--- src/rtl/pecc_pkg.sv ---
// Shared definitions for the page parity engine.
// Assumes a 2-bit register address space.
package pecc_pkg;
    typedef enum logic [1:0] {
        RA_CFG  = 2'd0,
        RA_CTRL = 2'd1,
        RA_PAR  = 2'd2,
        RA_NPAR = 2'd3
    } reg_addr_e;

    // Configuration field positions.
    localparam int CFG_SIZE_LSB = 0;
    localparam int CFG_WIDE_BIT = 2;
    localparam int CFG_VERI_BIT = 3;
endpackage

--- src/rtl/pecc_regs.sv ---
// Configuration register and restart decode.
// Assumes a write takes effect at the clock edge where reg_wr_en is high.
module pecc_regs
    import pecc_pkg::*;
#(
    parameter int REG_W = 16
) (
    input  logic             clk,
    input  logic             rst_n,
    input  logic             wr_en,
    input  logic [1:0]       wr_addr,
    input  logic [REG_W-1:0] wr_data,
    output logic [REG_W-1:0] cfg_q,
    output logic             restart
);
    // Any write to the control address restarts the page.
    assign restart = wr_en && (wr_addr == RA_CTRL);

    // Hold the configuration word.
    always_ff @(posedge clk) begin
        if (!rst_n)
            cfg_q <= '0;
        else if (wr_en && wr_addr == RA_CFG)
            cfg_q <= wr_data;
    end


    cfg_write_chk: assert property (@(posedge clk) disable iff (!rst_n)
        (wr_en && wr_addr == RA_CFG) |=> cfg_q == $past(wr_data));
endmodule

--- src/rtl/pecc_accum.sv ---
// Word counter, parity accumulators and stored-code capture.
// Assumes DW == WA + log2(DW), so that one 16-bit code word equals one data word.
// The geometry (size, width, mode) is latched at restart.
module pecc_accum #(
    parameter int WA = 12,
    parameter int DW = 16,
    localparam int BW = $clog2(DW),
    localparam int LOC_W = WA + BW,
    localparam int CNT_W = WA + 1,
    localparam int HALF = DW / 2,
    localparam int BASE_BYTES = 2 ** (WA - 3)
) (
    input  logic               clk,
    input  logic               rst_n,
    input  logic               restart,
    input  logic [1:0]         cfg_size,
    input  logic               cfg_wide,
    input  logic               cfg_verify,
    input  logic               stb,
    input  logic [DW-1:0]      din,
    output logic [LOC_W-1:0]   par_q,
    output logic [LOC_W-1:0]   npar_q,
    output logic [2*LOC_W-1:0] stored_q,
    output logic               checked_q
);
    logic [1:0]       size_q;
    logic             wide_q, verify_q;
    logic [CNT_W-1:0] cnt_q, n_words, n_end;
    logic [DW-1:0]    dm;
    logic [BW-1:0]    bitx;
    logic             odd, in_data, in_code, last_code;
    logic [LOC_W-1:0] contrib, ncontrib;
    logic [1:0]       slot;

    // Page geometry in words: the data count and the end of the code field.
    always_comb begin
        n_words = CNT_W'(BASE_BYTES) << size_q;
        if (wide_q)
            n_words = n_words >> 1;
        n_end = n_words + (wide_q ? CNT_W'(2) : CNT_W'(4));
    end

    // Classify the current strobe as a data word or a code word.
    assign in_data   = stb && (cnt_q < n_words);
    assign in_code   = stb && verify_q && (cnt_q >= n_words) && (cnt_q < n_end);
    assign last_code = in_code && (cnt_q == n_end - CNT_W'(1));
    assign slot      = 2'(cnt_q - n_words);

    // Position contribution of one word: XOR of set-bit indices, plus the word index when the bit count is odd.
    always_comb begin
        dm   = cfg_wide_mask(din, wide_q);
        bitx = '0;
        for (int i = 0; i < DW; i++)
            if (dm[i])
                bitx = bitx ^ i[BW-1:0];
        odd      = ^dm;
        contrib  = {odd ? cnt_q[WA-1:0] : {WA{1'b0}}, bitx};
        ncontrib = contrib ^ {LOC_W{odd}};
    end

    function automatic logic [DW-1:0] cfg_wide_mask(input logic [DW-1:0] d, input logic w);
        return w ? d : {{HALF{1'b0}}, d[HALF-1:0]};
    endfunction

    // Latch the geometry and keep the counter, parities and captured code.
    always_ff @(posedge clk) begin
        if (!rst_n) begin
            size_q    <= '0;
            wide_q    <= 1'b0;
            verify_q  <= 1'b0;
            cnt_q     <= '0;
            par_q     <= '0;
            npar_q    <= '0;
            stored_q  <= '0;
            checked_q <= 1'b0;
        end else if (restart) begin
            size_q    <= cfg_size;
            wide_q    <= cfg_wide;
            verify_q  <= cfg_verify;
            cnt_q     <= '0;
            par_q     <= '0;
            npar_q    <= '0;
            stored_q  <= '0;
            checked_q <= 1'b0;
        end else begin
            if (in_data || in_code)
                cnt_q <= cnt_q + CNT_W'(1);
            if (in_data) begin
                par_q  <= par_q ^ contrib;
                npar_q <= npar_q ^ ncontrib;
            end
            if (in_code) begin
                if (wide_q)
                    stored_q[int'(slot[0]) * DW +: DW] <= din;
                else
                    stored_q[int'(slot) * HALF +: HALF] <= din[HALF-1:0];
            end
            if (last_code)
                checked_q <= 1'b1;
        end
    end


    cnt_bound_chk: assert property (@(posedge clk) disable iff (!rst_n)
        cnt_q <= n_end);

    restart_clear_chk: assert property (@(posedge clk) disable iff (!rst_n)
        restart |=> (cnt_q == '0 && !checked_q && par_q == '0 && npar_q == '0));

    verdict_hold_chk: assert property (@(posedge clk) disable iff (!rst_n)
        (checked_q && !restart) |=> checked_q);

    compute_no_check_chk: assert property (@(posedge clk) disable iff (!rst_n)
        !verify_q |-> !checked_q);
endmodule

--- src/rtl/pecc_judge.sv ---
// Compares recomputed and stored codes and classifies the difference.
// Purely combinational. Stored layout is {inverse, parity}.
module pecc_judge #(
    parameter int LOC_W = 16
) (
    input  logic [LOC_W-1:0]   par,
    input  logic [LOC_W-1:0]   npar,
    input  logic [2*LOC_W-1:0] stored,
    output logic               data_err,
    output logic               code_err,
    output logic               multi_err,
    output logic [LOC_W-1:0]   loc
);
    logic [LOC_W-1:0] dp, dn;

    // Syndromes and their classification.
    always_comb begin
        dp        = par ^ stored[LOC_W-1:0];
        dn        = npar ^ stored[2*LOC_W-1:LOC_W];
        data_err  = (dp ^ dn) == {LOC_W{1'b1}};
        code_err  = $countones({dp, dn}) == 1;
        multi_err = ({dp, dn} != '0) && !data_err && !code_err;
        if (data_err)
            loc = dp;
        else if (multi_err)
            loc = '1;
        else
            loc = '0;
    end
endmodule

--- src/rtl/pecc_top.sv ---
// Page parity engine top: register file, accumulator, verdict logic and read mux.
// Assumes the host restarts before each page and streams code words right after data.
module pecc_top
    import pecc_pkg::*;
#(
    parameter int WA = 12,
    parameter int DW = 16,
    localparam int LOC_W = WA + $clog2(DW)
) (
    input  logic          clk,
    input  logic          rst_n,
    input  logic          reg_wr_en,
    input  logic [1:0]    reg_wr_addr,
    input  logic [LOC_W-1:0] reg_wr_data,
    input  logic [1:0]    reg_rd_addr,
    output logic [LOC_W-1:0] reg_rd_data,
    input  logic          data_stb,
    input  logic [DW-1:0] data_in
);
    logic [LOC_W-1:0]   cfg_q, par_q, npar_q, loc;
    logic [2*LOC_W-1:0] stored_q;
    logic               restart, checked_q, data_err, code_err, multi_err;
    logic [3:0]         status;

    pecc_regs #(.REG_W(LOC_W)) u_regs (
        .clk(clk), .rst_n(rst_n), .wr_en(reg_wr_en), .wr_addr(reg_wr_addr),
        .wr_data(reg_wr_data), .cfg_q(cfg_q), .restart(restart)
    );

    pecc_accum #(.WA(WA), .DW(DW)) u_accum (
        .clk(clk), .rst_n(rst_n), .restart(restart),
        .cfg_size(cfg_q[CFG_SIZE_LSB +: 2]), .cfg_wide(cfg_q[CFG_WIDE_BIT]),
        .cfg_verify(cfg_q[CFG_VERI_BIT]), .stb(data_stb), .din(data_in),
        .par_q(par_q), .npar_q(npar_q), .stored_q(stored_q), .checked_q(checked_q)
    );

    pecc_judge #(.LOC_W(LOC_W)) u_judge (
        .par(par_q), .npar(npar_q), .stored(stored_q),
        .data_err(data_err), .code_err(code_err), .multi_err(multi_err), .loc(loc)
    );

    // Status word: flags are shown only once the code has been checked.
    assign status = {checked_q, checked_q & multi_err, checked_q & code_err,
                     checked_q & (data_err | code_err | multi_err)};

    // Register read mux.
    always_comb begin
        case (reg_rd_addr)
            RA_CFG:  reg_rd_data = cfg_q;
            RA_CTRL: reg_rd_data = LOC_W'(status);
            RA_PAR:  reg_rd_data = checked_q ? loc : par_q;
            default: reg_rd_data = npar_q;
        endcase
    end


    verdict_onehot_chk: assert property (@(posedge clk) disable iff (!rst_n)
        checked_q |-> $onehot0({data_err, code_err, multi_err}));

    multi_loc_chk: assert property (@(posedge clk) disable iff (!rst_n)
        (checked_q && multi_err) |-> loc == {LOC_W{1'b1}});

    reset_quiet_chk: assert property (@(posedge clk)
        !rst_n |=> (cfg_q == '0 && !checked_q && par_q == '0));
endmodule

--- config.mk ---
export PLATFORM = sky130hd
export DESIGN_NAME = pecc_top
export DESIGN_NICKNAME = d
export VERILOG_FILES = /design/src/rtl/pecc_pkg.sv /design/src/rtl/pecc_regs.sv /design/src/rtl/pecc_accum.sv /design/src/rtl/pecc_judge.sv /design/src/rtl/pecc_top.sv
export SDC_FILE = /design/constraint.sdc
export NUM_CORES = 1
export LEC_CHECK = 0
export CAP_MARGIN = 10
export CORE_MARGIN = 4
export CORE_UTILIZATION = 55
export DETAILED_ROUTE_END_ITERATION = 10
export DONT_BUFFER_PORTS = 1
export GPL_TIMING_DRIVEN = 0
export PLACE_DENSITY = 0.7
export RECOVER_POWER = 50
export SETUP_SLACK_MARGIN = 0.05
export SYNTH_ARGS = -nofsm -noshare
export SYNTH_HDL_FRONTEND = slang
export SYNTH_SLANG_ARGS = --single-unit
--- constraint.sdc ---
create_clock -name clk -period 16.3 [get_ports clk]
set_input_delay 0 -clock clk [delete_from_list [all_inputs] [get_ports clk]]
set_output_delay 0 -clock clk [all_outputs]
set_load 0.02 [all_outputs]
==> run metrics <==
status finished clean; postcts setup bufs 0; vias in the first global route 6179; CP endpoint kind primary output; Peak supply drop 0.0616 mV; CTS Buf Count 9; via/cell ratio 5.94; clock slew at reported path FFs 0.07 ns; Yosys reg bits 98; Critical Path Fanout Max 10; hold path startpoint data_in[8]; H-tree depth 3; layout cells sized above 1 2.97%; area grow syn2layout 12.2%; fmax 144 MHz; largest net degree at the start of global routing 16; clock sinks 98; fillers 1082; top cells by area, synth dfxtp_1 (28%), ha_1 (9.1%), xnor2_1 (7.6%); synth unique cells between 50 and 60; residual DRC count 0; Overflow after GRT 0; register area share after synthesis 28.1%; Power Total 755 uW; Crit Path Class flop to primary output; relative slew slack 14.8%; Chip Width 121 um; Max Slew Vio Count 0; final setup violation count 0; Clock Tree Buf Depth 2; R2R Path End u_accum.par_q[4]; flop-to-flop setup slack 11.65 ns; Placer Congestion around 1.0; Core ar. 12200 um2; Syn Area/Cell 8.15 um2; final period demand of the worst path ~6.9 ns; top_reg_cell synth dfxtp_1; Synthesized Nets 975; final setup TNS 0 ns; nets 1020; Reg-to-Reg Start u_accum.wide_q; Mapped Cells 858; count leader, synth dfxtp_1; R2R depth 14; worst clock skew 0.00816 ns; worst path arrival time 6.94 ns; Leak 3.01 nW; detailed placement HPWL 16300 um; Final Cycle Share 42.6%; DRT iter0 DRCs 658; final hold slack approximately 0.017 ns; CTS resizes 0; Ys Warns 0; root buffer cell clkbuf_16; Yosys top cell area share about 28%; routed wire length 20900 um; io pins 56; Pre-antenna DRT Iters 6; initial core utilization 57.3%; via count ~6400; CTS tree yes; Hold Path Class input pin to flop; die area between 10000 and 15000 um2; Tot GR Track Use 28.9%; commonest cells in the synthesized netlist dfxtp_1 (98), inv_1 (91), nand2_1 (87), xnor2_1 (61), a21oi_1 (56); number of enable flip-flop cells after synthesis 0; crit start category flop; Post-DRT Antenna Nets 0; initial antenna violation count 0; area occupied by multi-input gates approximately 4500 um2; Skew-Pair Late Insertion Delay 0.35 ns; P per Cell Area 96.3 nW/um2; Worst Hold End u_accum.stored_q[8]; share of synthesized flip-flops with an asynchronous set or reset 0%; Mapped Area 6990 um2; biggest area consumer among synthesized cells dfxtp_1; num rows 40; Diodes inserted 0; cell depth of the worst hold path 2; RSZ-0062 raised after global routing no; CP required 16.30 ns; Tightest Pin Transition roughly 1.3 ns; I/O Buffers 0; hold_buf cts 34; average wire per standard cell 19.5 um; max-cap viol count 0; register area between 1500 and 2000 um2; die height 121 um; first-pass GRT wire length 32700 um; final hold viol count 0
## how the worst max path moves through the flow
stage               cells past startpoint              start               to  slack (ns)
floorplan                              19  u_accum.par_q[13]   reg_rd_data[2]       10.75
global placement                       21   u_accum.par_q[7]  reg_rd_data[14]        9.78
detailed placement                     21   u_accum.par_q[7]  reg_rd_data[14]        9.76
CTS                                    21   u_accum.par_q[7]  reg_rd_data[14]        9.38
global route                           20   u_accum.par_q[4]   reg_rd_data[2]        8.99
finish                                 21   u_accum.par_q[7]  reg_rd_data[14]        9.36
## logic make-up (layout without fill, tap and decap cells)
group,Yosys count,in the layout,synth area share (%)
AO/OA/AOI/OAI,199,199,17.7
XOR/XNOR,94,94,12.2
adder cells (fa/ha/maj),77,77,16.6
buffers and inverters,134,184,7.36
flip-flops,98,98,28.1
multiplexers,5,5,0.716
AND/OR/NAND/NOR,251,251,17.4
## placed cells by master (no fill, tap or decap), types with 3 or more instances in the layout
cell type      instances
nand2b_1               3
o211ai_1               5
or4_1                  4
and2_1                 3
mux2i_1                5
nand3_1               20
clkbuf_16              9
a21boi_0              16
clkbuf_2               3
nor3_1                13
fa_1                  26
a21o_1                 3
nand4_1               11
a21oi_1               56
nor2b_1               11
clkbuf_1              35
o21a_1                 5
a211oi_1               9
dfxtp_1               98
a31o_2                 3
nand2_1               87
a22oi_1               21
xnor2_1               61
a221oi_1               8
nor2_1                53
xor2_1                31
o21bai_1               8
ha_1                  51
o21ai_0               52
inv_1                 91
nor4_1                14
or3_1                 18
buf_2                  4
dlygate4sd3_1         34
## layout make-up
cell class / count / share of cell area (%)
Clock inverter: 4 / 0.638
Inverter: 91 / 4.35
Multi-Input combinational cell: 626 / 57.6
Timing Repair Buffer: 34 / 4.34
Buffer: 43 / 2.17
Sequential cell: 98 / 25.0
Tap cell: 168 / 2.68
Clock buffer: 12 / 3.27
## power by group
part           internal, mW  switching (mW)
Clock                 0.127          0.0922
Sequential            0.249          0.0185
Combinational         0.115           0.154
Total                 0.491           0.265
## state kept, by name, summed over array words and instances, names as in the netlist
signal	cells
u_regs.cfg_q	16
u_accum.wide_q	1
u_accum.stored_q	32
u_accum.npar_q	16
u_accum.par_q	16
u_accum.checked_q	1
u_accum.verify_q	1
u_accum.cnt_q	13
u_accum.size_q	2
## metrics by stage
stage                     setup slack, ns  util, %  instances  cell area (um2)
final                                9.36     64.3       1076             7850
after global routing                 8.99     64.3       1076             7850
after CTS                            9.38     64.3       1076             7850
after detailed placement             9.76     59.0       1026             7200
after global placement               9.78     59.0       1026             7200
after floorplan                     10.75        -        858             6990
## critical path, stage by stage, from the launching register on
cell and delay, ns:
dfxtp_1 0.47, xor2_1 0.50, ha_1 0.23, inv_1 0.05
fa_1 0.48, inv_1 0.06, fa_1 0.52, inv_1 0.05
fa_1 0.51, fa_1 0.43, fa_1 0.48, inv_1 0.06
ha_1 0.16, inv_1 0.05, fa_1 0.37, a2111oi_0 0.36
a21oi_1 0.08, nor4_1 0.67, o31ai_1 0.24, clkbuf_1 0.28
a21oi_1 0.21, o21ai_0 0.31
## per-layer routing
layer | vias up | wire, um | GRT usage, %
met2 | 308 | 9220 | 45.7
met1 | 3027 | 8930 | 39.3
met3 | 57 | 1960 | 5.14
met5 | - | 0 | 0
met4 | 0 | 827 | 11.5
li1 | 2996 | - | -
Note: power is estimated with default switching activity, not from simulation.
